==> src/rtl/mcpwm_pkg.sv <==
package mcpwm_pkg;

    typedef enum logic [1:0] {
        MODE_SAW    = 2'd0,
        MODE_ONCE   = 2'd1,
        MODE_TRI    = 2'd2,
        MODE_SAW_B  = 2'd3
    } tb_mode_e;

    typedef struct packed {
        logic run;
        logic ph;
        logic dn;
    } tb_flags_t;

    // half-count bit: ascending uses phase, descending uses its inverse
    function automatic logic half_bit(input logic ph, input logic dn);
        return dn ? ~ph : ph;
    endfunction

endpackage

==> src/rtl/mcpwm_timebase.sv <==
module mcpwm_timebase
    import mcpwm_pkg::*;
#(
    parameter int CNT_W = 16
) (
    input  logic             clk,
    input  logic             rst,
    input  logic             en_we,
    input  logic             en_wdata,
    input  tb_mode_e         mode,
    input  logic [CNT_W-1:0] period,
    output logic [CNT_W-1:0] cnt_o,
    output tb_flags_t        flags_o,
    output logic             irq_o
);

    logic [CNT_W-1:0] cnt_q;
    tb_flags_t        fl_q;
    logic             at_top;
    logic             at_zero;
    logic             step;

    assign at_top  = (cnt_q >= period);
    assign at_zero = (cnt_q == '0);
    assign step    = fl_q.run & fl_q.ph;

    always_ff @(posedge clk) begin
        if (rst) begin
            cnt_q <= '0;
            fl_q  <= '0;
        end else if (!fl_q.run) begin
            cnt_q   <= '0;
            fl_q.ph <= 1'b0;
            fl_q.dn <= 1'b0;
            fl_q.run <= en_we & en_wdata;
        end else begin
            fl_q.ph <= ~fl_q.ph;
            if (en_we) fl_q.run <= en_wdata;
            if (fl_q.ph) begin
                if (mode == MODE_TRI) begin
                    if (!fl_q.dn) begin
                        if (at_top) begin
                            fl_q.dn <= 1'b1;
                            cnt_q   <= at_zero ? '0 : cnt_q - 1'b1;
                        end else begin
                            cnt_q <= cnt_q + 1'b1;
                        end
                    end else if (at_zero) begin
                        fl_q.dn <= 1'b0;
                        cnt_q   <= cnt_q + 1'b1;
                    end else begin
                        cnt_q <= cnt_q - 1'b1;
                    end
                end else begin
                    fl_q.dn <= 1'b0;
                    if (at_top) begin
                        cnt_q <= '0;
                        if (mode == MODE_ONCE && !en_we) fl_q.run <= 1'b0;
                    end else begin
                        cnt_q <= cnt_q + 1'b1;
                    end
                end
            end
        end
    end

    assign irq_o   = step & ((mode == MODE_TRI) ? (fl_q.dn & at_zero) : at_top);
    assign cnt_o   = cnt_q;
    assign flags_o = fl_q;

    AST_IDLE_ZERO: assert property (@(posedge clk) disable iff (rst)
        !fl_q.run |=> (cnt_q == '0));
    AST_HALF_STEP: assert property (@(posedge clk) disable iff (rst)
        (fl_q.run && !fl_q.ph) |=> $stable(cnt_q));
    AST_SAW_WRAP: assert property (@(posedge clk) disable iff (rst)
        (irq_o && mode != MODE_TRI) |=> (cnt_q == '0));
    AST_ONCE_STOP: assert property (@(posedge clk) disable iff (rst)
        (irq_o && mode == MODE_ONCE && !en_we) |=> !fl_q.run);
    AST_TRI_TURN: assert property (@(posedge clk) disable iff (rst)
        (irq_o && mode == MODE_TRI) |=> !fl_q.dn);

endmodule

==> src/rtl/mcpwm_duty_cmp.sv <==
module mcpwm_duty_cmp
    import mcpwm_pkg::*;
#(
    parameter int CNT_W = 16
) (
    input  logic [CNT_W-1:0] cnt,
    input  tb_flags_t        flags,
    input  logic [CNT_W-1:0] duty,
    output logic             want_hi,
    output logic             want_lo
);

    logic [CNT_W:0] fine;
    logic           below;

    assign fine    = {cnt, half_bit(flags.ph, flags.dn)};
    assign below   = (fine < {1'b0, duty});
    assign want_hi = flags.run & below;
    assign want_lo = flags.run & ~below;

endmodule

==> src/rtl/mcpwm_deadtime.sv <==
module mcpwm_deadtime #(
    parameter int DT_W = 8
) (
    input  logic            clk,
    input  logic            rst,
    input  logic            want,
    input  logic [DT_W-1:0] dead,
    output logic            drive
);

    logic [DT_W-1:0] age_q;
    logic            drv_q;

    always_ff @(posedge clk) begin
        if (rst || !want) begin
            age_q <= '0;
            drv_q <= 1'b0;
        end else if (age_q >= dead) begin
            drv_q <= 1'b1;
        end else begin
            age_q <= age_q + 1'b1;
        end
    end

    assign drive = drv_q;

    AST_DT_ORIGIN: assert property (@(posedge clk) disable iff (rst)
        drv_q |-> $past(want));
    AST_DT_NODELAY: assert property (@(posedge clk) disable iff (rst)
        (dead == '0 && want) |=> drv_q);

endmodule

==> src/rtl/mcpwm_core.sv <==
module mcpwm_core
    import mcpwm_pkg::*;
#(
    parameter int CNT_W = 16,
    parameter int DT_W  = 8,
    parameter int NCH   = 3
) (
    input  logic               clk,
    input  logic               rst,
    input  logic               en_we,
    input  logic               en_wdata,
    input  logic [1:0]         tb_mode,
    input  logic [CNT_W-1:0]   period,
    input  logic [NCH*CNT_W-1:0] duty_vec,
    input  logic [DT_W-1:0]    dead_cnt,
    output logic [NCH-1:0]     pwm_hi,
    output logic [NCH-1:0]     pwm_lo,
    output logic               prd_irq,
    output logic               cnt_down,
    output logic               tb_run,
    output logic [CNT_W-1:0]   tb_count
);

    logic [CNT_W-1:0] cnt;
    tb_flags_t        fl;
    logic [NCH-1:0]   want_hi;
    logic [NCH-1:0]   want_lo;
    tb_mode_e         mode_e;

    assign mode_e = tb_mode_e'(tb_mode);

    mcpwm_timebase #(.CNT_W(CNT_W)) u_tb (
        .clk      (clk),
        .rst      (rst),
        .en_we    (en_we),
        .en_wdata (en_wdata),
        .mode     (mode_e),
        .period   (period),
        .cnt_o    (cnt),
        .flags_o  (fl),
        .irq_o    (prd_irq)
    );

    for (genvar g = 0; g < NCH; g++) begin : g_ch
        mcpwm_duty_cmp #(.CNT_W(CNT_W)) u_cmp (
            .cnt     (cnt),
            .flags   (fl),
            .duty    (duty_vec[g*CNT_W +: CNT_W]),
            .want_hi (want_hi[g]),
            .want_lo (want_lo[g])
        );

        mcpwm_deadtime #(.DT_W(DT_W)) u_dt_hi (
            .clk   (clk),
            .rst   (rst),
            .want  (want_hi[g]),
            .dead  (dead_cnt),
            .drive (pwm_hi[g])
        );

        mcpwm_deadtime #(.DT_W(DT_W)) u_dt_lo (
            .clk   (clk),
            .rst   (rst),
            .want  (want_lo[g]),
            .dead  (dead_cnt),
            .drive (pwm_lo[g])
        );

        AST_PAIR_EXCL: assert property (@(posedge clk) disable iff (rst)
            !(pwm_hi[g] && pwm_lo[g]));
    end

    assign cnt_down = fl.dn;
    assign tb_run   = fl.run;
    assign tb_count = cnt;

    AST_IDLE_DARK: assert property (@(posedge clk) disable iff (rst)
        !fl.run |=> (pwm_hi == '0 && pwm_lo == '0));

endmodule

==> config.mk <==
export PLATFORM = sky130hd
export DESIGN_NAME = mcpwm_core
export DESIGN_NICKNAME = d
export VERILOG_FILES = /design/src/rtl/mcpwm_pkg.sv /design/src/rtl/mcpwm_timebase.sv /design/src/rtl/mcpwm_duty_cmp.sv /design/src/rtl/mcpwm_deadtime.sv /design/src/rtl/mcpwm_core.sv
export SDC_FILE = /design/constraint.sdc
export NUM_CORES = 1
export LEC_CHECK = 0
export BUFFER_PORTS_ARGS = -buffer_cell sky130_fd_sc_hd__buf_2
export CAP_MARGIN = 20
export CELL_PAD_IN_SITES_DETAIL_PLACEMENT = 1
export CELL_PAD_IN_SITES_GLOBAL_PLACEMENT = 1
export CORE_MARGIN = 1.5
export CORE_UTILIZATION = 42
export DETAILED_ROUTE_END_ITERATION = 6
export PLACE_DENSITY_LB_ADDON = 0.1
export RECOVER_POWER = 25
export SLEW_MARGIN = 40
export SYNTH_ARGS = -nofsm -noshare
export SYNTH_HDL_FRONTEND = slang
export SYNTH_SLANG_ARGS = --single-unit
==> constraint.sdc <==
create_clock -name clk -period 3.1 [get_ports clk]
set_input_delay 0.31 -clock clk [delete_from_list [all_inputs] [get_ports clk]]
set_output_delay 0.31 -clock clk [all_outputs]
set_load 0.05 [all_outputs]
==> metrics.log, run 1 <==
[metrics] Primary FF master, synth: sky130_fd_sc_hd__dfxtp_1
[metrics] Placeable Area: 14,600 sq um
[metrics] final hold viol count: 0
[metrics] antenna violations before repair: 0
[metrics] RSZ-0062 raised after global routing: no
[metrics] wire length of the first global-routing pass: roughly 32,000 um
[metrics] portion of the post-synthesis area used by sequential elements: 0.231
[metrics] y dimension of the die: 126 um
[metrics] clock input transition at the sequential cells of the worst setup and hold paths: 0.07 ns
[metrics] number of warnings reported in the yosys synthesis log: 0
[metrics] register bit total from synthesis: 73
[metrics] post-detailed-routing wire length: 19,300 um
[metrics] final cell count without fillers: 1,099
[metrics] worst skew pair latency: 0.35 ns
[metrics] Final Wtd Congestion: 0.891
[metrics] actual transition at the worst max-transition pin: 0.779 ns
[metrics] distinct cell type count of the synthesized netlist: 64
[metrics] share of post-route cells with drive strength above 1: 0.143
[metrics] initial standard-cell utilization of the core: 0.433
[metrics] TritonCTS Sinks: 73
[metrics] Post-Synthesis Mean Instance Area: 7.91 sq um
[metrics] post-route cell area: 7400 sq um
[metrics] deepest level of the CTS H-tree: 3
[metrics] Die ar.: about 16,000 sq um
[metrics] largest net degree at the start of global routing: 39
[metrics] met2 routed WL: 10,300 um
[metrics] clock tree from TritonCTS: yes
[metrics] final core utilization: 0.508
[metrics] worst-case headroom to the max-slew limit: 0.477
[metrics] Synthesized Nets: 994
[metrics] met3 wire length: ~590 um
[metrics] Pwr Density: 318 nW/um^2
[metrics] clock root buffer: sky130_fd_sc_hd__clkbuf_16
[metrics] number of standard-cell rows in the floorplan: 44
[metrics] Sum Neg Setup Slack: 0 ns
[metrics] max-cap check violation count: 0
[metrics] Post-CTS Hold Buffers: 0
[metrics] setup clock skew after layout: 0.0119 ns
[metrics] post-synthesis async set-or-reset flop share: 0
[metrics] final cycle utilization of the critical path: 0.914
[metrics] TritonCTS buffer count: 9
[metrics] synthesized area: 6310 sq um
[metrics] I/O Pins: 103
[metrics] category of the worst setup path launch point: flip-flop
[metrics] worst-case vdd ir drop: 0.000195 V
[metrics] total gr overflow: 0
[metrics] total global-route track usage: 0.253
[metrics] post-CTS setup buffer count: 0
[metrics] HPWL after detailed placement: around 15,000 um
[metrics] capturing element type of the critical path: output pin
[metrics] layout net count: about 1,100
[metrics] count of mapped cells out of synthesis: 798
[metrics] EDFF count, synth: 0
[metrics] final routed wire length divided by cell count: 17.5 um
[metrics] signal arrival time at the worst endpoint: 2.52 ns
[metrics] vias per std cell: 5.59
[metrics] Routed Antenna Nets: 0
[metrics] Synth-to-Final Area Change: 17.3%
[metrics] die width: 126 um
[metrics] Final min period: 2.83 ns
[metrics] cell count after placement: roughly 1,100
[metrics] Final Slew Violations: 0
[metrics] crit path kind: reg -> out
[metrics] highest signal layer in the routed design: met4
[metrics] vias in the first global route: 6,668
[metrics] final count of negative-setup-slack endpoints: 0
[metrics] outcome: completed
[metrics] required time at the worst-slack endpoint: 2.79 ns
[metrics] via count: around 6,100
[metrics] remaining routing DRC violations: 0
[metrics] min-delay worst type: in -> reg
[metrics] n_diodes: 0
[metrics] count of input and output buffers: slightly above 100
[metrics] critical-path maximum fanout: 9
[metrics] static leakage power: approximately 3.6 nW
[metrics] DR pass1 iterations: 4
[metrics] worst-case clock buffer depth: 2
[metrics] highest attainable clock frequency: 353 MHz
[metrics] wl on met1: 7900 um
[metrics] placed cell areas: around 7000 sq um
[metrics] iteration-0 DRC count of the detailed router: 239
[registers in the layout (all words and copies together), names as in the netlist]
signal and cells:
g_ch.u_dt_hi.age_q 24, g_ch.u_dt_lo.age_q 24, u_tb.cnt_o 16, g_ch.u_dt_hi.drive 3, g_ch.u_dt_lo.drive 3, u_tb.flags_o 3
[cells by family (layout without fill, tap and decap cells)]
group / Yosys count / in the layout / synth area share
buffers and inverters: 119 / 236 / 0.0791
xor gates and xnor gates: 41 / 41 / 0.0569
adders and majority gates: 118 / 118 / 0.234
muxes: 9 / 9 / 0.0145
AOI/OAI and AO/OA: 173 / 173 / 0.166
DFF: 73 / 73 / 0.231
and+or+nand+nor: 265 / 265 / 0.218
[synth_stat cells, types with 4 or more instances]
library cell / count / share of area
sky130_fd_sc_hd__a2111oi_0: 5 / 0.0069
sky130_fd_sc_hd__a211oi_1: 6 / 0.0071
sky130_fd_sc_hd__a21boi_0: 4 / 0.0048
sky130_fd_sc_hd__a21o_1: 13 / 0.015
sky130_fd_sc_hd__a21oi_1: 52 / 0.041
sky130_fd_sc_hd__a31oi_1: 9 / 0.0089
sky130_fd_sc_hd__and2_1: 5 / 0.0050
sky130_fd_sc_hd__and3_1: 8 / 0.0079
sky130_fd_sc_hd__and4_1: 5 / 0.0069
sky130_fd_sc_hd__buf_4: 7 / 0.0083
sky130_fd_sc_hd__clkbuf_1: 13 / 0.0077
sky130_fd_sc_hd__dfxtp_1: 73 / 0.23
sky130_fd_sc_hd__ha_1: 118 / 0.23
sky130_fd_sc_hd__inv_1: 92 / 0.055
sky130_fd_sc_hd__mux2i_1: 8 / 0.013
sky130_fd_sc_hd__nand2_1: 58 / 0.034
sky130_fd_sc_hd__nand2b_1: 12 / 0.012
sky130_fd_sc_hd__nand3_1: 19 / 0.015
sky130_fd_sc_hd__nand4_1: 19 / 0.019
sky130_fd_sc_hd__nand4b_1: 5 / 0.0069
sky130_fd_sc_hd__nor2_1: 74 / 0.044
sky130_fd_sc_hd__nor2b_1: 12 / 0.012
sky130_fd_sc_hd__nor3_1: 15 / 0.012
sky130_fd_sc_hd__o21a_1: 5 / 0.0059
sky130_fd_sc_hd__o21ai_0: 48 / 0.038
sky130_fd_sc_hd__o21ai_1: 7 / 0.0055
sky130_fd_sc_hd__or3_1: 14 / 0.014
sky130_fd_sc_hd__xnor2_1: 18 / 0.025
sky130_fd_sc_hd__xor2_1: 23 / 0.032
[worst paths after layout]
kind | end | startpoint | slack [ns] | cells after the start
worst min-delay path | u_tb.flags_o[2] | rst | 0.13 | 2
worst min register to register | g_ch[1].u_dt_lo.drive | g_ch[1].u_dt_lo.drive | 0.46 | 2
worst max-delay path | prd_irq | u_tb.cnt_o[0] | 0.27 | 10
worst max register to register | u_tb.cnt_o[10] | u_tb.cnt_o[0] | 0.44 | 10
[metrics by stage]
step | hold slack [ns] | power, mW | worst slack, ns
floorplan | 0.379 | 1.08 | 0.0966
global placement | 0.434 | 1.16 | 0.326
detailed placement | 0.449 | 1.18 | 0.189
CTS | 0.126 | 2.38 | 0.0791
global route | 0.140 | 2.44 | 0.133
finish | 0.131 | 2.35 | 0.266
[placed cells by master (no fill, tap or decap), drive strengths merged, types with 8 or more instances in the layout]
master	synthesis	final
and3	8	8
or3	14	14
nand2b	12	12
a31oi	9	9
clkbuf	13	34
nand2	59	59
nand3	19	19
nor3	16	16
a21o	13	13
xor2	23	23
dfxtp	73	73
nor2b	12	12
buf	14	104
nor2	74	74
xnor2	18	18
o21ai	56	56
ha	118	118
a21oi	52	52
nand4	19	19
mux2i	8	8
inv	92	95
[routing by layer]
metal	track usage	vias to the layer above
met1	0.279	2964
met3	0.0357	35
met5	0	-
met4	0.0956	0
met2	0.488	121
li1	-	3023
[worst max-delay path, cell delays in order, from the launching register on]
cell and delay [ns]:
sky130_fd_sc_hd__dfxtp_1 0.33, sky130_fd_sc_hd__inv_1 0.10, sky130_fd_sc_hd__ha_1 0.29, sky130_fd_sc_hd__nor2b_1 0.04, sky130_fd_sc_hd__o21ai_1 0.13, sky130_fd_sc_hd__a41oi_1 0.25, sky130_fd_sc_hd__o21ai_2 0.40, sky130_fd_sc_hd__buf_4 0.20
sky130_fd_sc_hd__nand2_1 0.05, sky130_fd_sc_hd__a21oi_1 0.11, sky130_fd_sc_hd__buf_2 0.28
[repair_timing]
item | in CTS | in global routing
hold endpoints to repair | 0 | 0
endpoints found under the setup margin | 0 | 1
gates resized for setup | 0 | 1
[area by class of cell]
cell class,count,area [sq um]
repair buffers,128,673
multi-input cells,606,4360
clock inverters,6,97.6
fillers,1848,7180
flip-flops and latches,73,1460
well taps,184,230
inverters,92,345
clock buffers,10,239
[report_power, final]
| part | leakage [nW] | switching [mW] | total [mW] | internal (mW) |
|---|---|---|---|---|
| logic | 2.81 | 0.120 | 0.214 | 0.0939 |
| registers | 0.588 | 0.00277 | 0.943 | 0.941 |
| clock network | 0.166 | 0.458 | 1.20 | 0.740 |
| total | 3.56 | 0.580 | 2.35 | 1.77 |
Note: power is estimated with default switching activity, not from simulation.
==> run 2, diff against run 1 <==
--- a/config.mk
+++ b/config.mk
@@ -12,6 +12,7 @@
 export CORE_MARGIN = 1.5
 export CORE_UTILIZATION = 42
 export DETAILED_ROUTE_END_ITERATION = 6
+export GPL_ROUTABILITY_DRIVEN = 0
 export PLACE_DENSITY_LB_ADDON = 0.1
 export RECOVER_POWER = 25
 export SLEW_MARGIN = 40
==> constraint.sdc (replaced) <==
create_clock -name clk -period 3.1 [get_ports clk]
set_input_delay 0.155 -clock clk [delete_from_list [all_inputs] [get_ports clk]]
set_output_delay 0.155 -clock clk [all_outputs]
set_load 0.05 [all_outputs]
==> run 2 against run 1 <==
Cell count shrank 0.18%. Setup slack lost 0.10 ns. Global-route usage down 0.68 points. Combinational power about the same. Sequential share of layout area increased by 0.15 points. Wire length fell by 1.7%. Critical path depth fell by 1. Via count is 0.98% lower. Power shrank 6.5%. Sequential cell count unchanged. Largest power group unchanged.
==> metrics.log, run 2 (synthesis gave the netlist of run 1 again) <==
[metrics] most common cell after layout, fill and taps aside: sky130_fd_sc_hd__ha_1
[metrics] final count of negative-setup-slack endpoints: 0 (unchanged)
[metrics] number of standard-cell rows in the floorplan: 44 (unchanged)
[metrics] placed cell areas: 7080 sq um (-0.18%)
[metrics] final routed wire length divided by cell count: 17.3 um (-1.5%)
[metrics] TritonCTS Sinks: 73 (unchanged)
[metrics] category of the worst setup path launch point: flip-flop
[metrics] clock root buffer: sky130_fd_sc_hd__clkbuf_16
[metrics] signal arrival time at the worst endpoint: 3.18 ns (+0.66 ns)
[metrics] layout net count: 1,105 (-0.090%)
[metrics] y dimension of the die: 126 um (unchanged)
[metrics] HP Start: en_wdata
[metrics] highest attainable clock frequency: 341 MHz (-3.4%)
[metrics] wire length of the first global-routing pass: 31,500 um (-2.6%)
[metrics] total gr overflow: 0 (unchanged)
[metrics] largest net degree at the start of global routing: 39 (unchanged)
[metrics] initial standard-cell utilization of the core: 0.433 (unchanged)
[metrics] worst skew pair latency: 0.35 ns (about the same)
[metrics] antenna violations before repair: 0 (unchanged)
[metrics] clock input transition at the sequential cells of the worst setup and hold paths: 0.06 ns (about the same)
[metrics] worst-case vdd ir drop: 0.000246 V (+26%)
[metrics] Placeable Area: 14,600 sq um (unchanged)
[metrics] Total Power Consumption: 2.20 mW (-6.5%)
[metrics] total global-route track usage: 0.246 (-0.00684)
[metrics] I/O Pins: 103 (unchanged)
[metrics] source of the worst register-to-register timing path: u_tb.cnt_o[2]
[metrics] via count: 6,083 (-0.98%)
[metrics] RSZ-0062 raised after global routing: no
[metrics] Sum Neg Setup Slack: 0 ns (unchanged)
[metrics] setup clock skew after layout: 0.0108 ns (-0.00112 ns)
[metrics] remaining routing DRC violations: 0 (unchanged)
[metrics] Die ar.: 15,800 sq um (unchanged)
[metrics] most frequent cells in the layout: sky130_fd_sc_hd__ha_1 (118), sky130_fd_sc_hd__inv_1 (92), sky130_fd_sc_hd__buf_2 (79)
[metrics] iteration-0 DRC count of the detailed router: 171 (-28%)
[metrics] post-route cell area: 7350 sq um (-0.76%)
[metrics] Setup crit start: u_tb.cnt_o[2]
[metrics] required time at the worst-slack endpoint: 3.35 ns (+0.56 ns)
[metrics] deepest level of the CTS H-tree: 3 (unchanged)
[metrics] vias per std cell: 5.55 (-0.80%)
[metrics] post-detailed-routing wire length: 19,000 um (-1.7%)
[metrics] crit path kind: reg -> reg
[metrics] share of post-route cells with drive strength above 1: 0.139 (-0.00407)
[metrics] critical-path maximum fanout: 11 (+2)
[metrics] outcome: completed
[metrics] n_diodes: 0 (unchanged)
[metrics] static leakage power: 3.53 nW (-0.85%)
[metrics] quantity of gates resized following cts: 0 (unchanged)
[metrics] final hold viol count: 0 (unchanged)
[metrics] DR pass1 iterations: 4 (unchanged)
[metrics] Pwr Density: 300 nW/um^2 (-5.7%)
[metrics] Final Slew Violations: 0 (unchanged)
[metrics] TritonCTS buffer count: 9 (unchanged)
[metrics] count of input and output buffers: 102 (unchanged)
[metrics] max-cap check violation count: 0 (unchanged)
[metrics] final cycle utilization of the critical path: 0.947 (+0.0324)
[metrics] vias in the first global route: 6,411 (-3.9%)
[metrics] capturing element type of the critical path: flip-flop
[metrics] Routed Antenna Nets: 0 (unchanged)
[metrics] Final min period: 2.93 ns (+0.100 ns)
[metrics] worst-case headroom to the max-slew limit: 0.409 (-0.0679)
[metrics] die width: 126 um (unchanged)
[metrics] Synth-to-Final Area Change: 16.4%
[metrics] actual transition at the worst max-transition pin: 0.886 ns (+0.107 ns)
[metrics] worst-case clock buffer depth: 2 (unchanged)
[metrics] clock tree from TritonCTS: yes
[metrics] Fin Hold WS: 0.0498 ns (-0.0815 ns)
[metrics] HPWL after detailed placement: 15,000 um (-3.1%)
[metrics] min-delay worst type: in -> reg
==> run 2: metal layers <==
| layer | track usage | wire length (um) | up-vias |
|---|---|---|---|
| met5 | 0 | 0 | - |
| met1 | 0.285 | 8000 | 2946 |
| met4 | 0.0648 | 297 | 0 |
| met3 | 0.0429 | 590 | 23 |
| li1 | - | - | 3014 |
| met2 | 0.465 | 10100 | 100 |
==> run 2: power by group <==
group / total [mW] / switching, mW / internal, mW
clock: 1.04 / 0.422 / 0.619
sequential: 0.944 / 0.00308 / 0.941
combinational: 0.217 / 0.122 / 0.0945
total: 2.20 / 0.548 / 1.65
==> run 2: cell type report <==
class	instances	area, sq um
fillers	1844	7240
multi-input cells	606	4350
flip-flops and latches	73	1460
repair buffers	127	672
inverters	92	345
well taps	184	230
clock buffers	10	229
clock inverters	5	56.3
==> run 2: critical path, stage by stage, from the launching register on <==
cell	delay (ns)
sky130_fd_sc_hd__dfxtp_1	0.31
sky130_fd_sc_hd__ha_1	0.29
sky130_fd_sc_hd__a211oi_1	0.25
sky130_fd_sc_hd__o21ai_1	0.11
sky130_fd_sc_hd__a41oi_1	0.37
sky130_fd_sc_hd__o21ai_1	0.36
sky130_fd_sc_hd__o21ai_2	0.40
sky130_fd_sc_hd__nand2_1	0.15
sky130_fd_sc_hd__or4_1	0.41
sky130_fd_sc_hd__a31oi_1	0.19
==> run 2: path summary, 6_finish.rpt <==
kind	to	slack, ns	cells past startpoint
hold / removal	u_tb.flags_o[2]	0.05	3
setup / recovery	u_tb.cnt_o[7]	0.17	9
hold reg to reg	g_ch[1].u_dt_lo.drive	0.45	2
setup reg to reg	u_tb.cnt_o[7]	0.17	9
==> run 2: metrics by stage <==
stage | util | std cells | worst slack, ns
after CTS | 0.506 | 1097 | 0.208
after detailed placement | 0.486 | 1081 | 0.217
after floorplan | - | 798 | 0.252
after global routing | 0.504 | 1097 | 0.0210
after global placement | 0.485 | 1081 | 0.345
final | 0.504 | 1097 | 0.166
==> run 2: timing repair <==
item / CTS / global route
hold buffers: 1 / 0
setup buffers: 0 / 0
hold endpoints to repair: 1 / 0
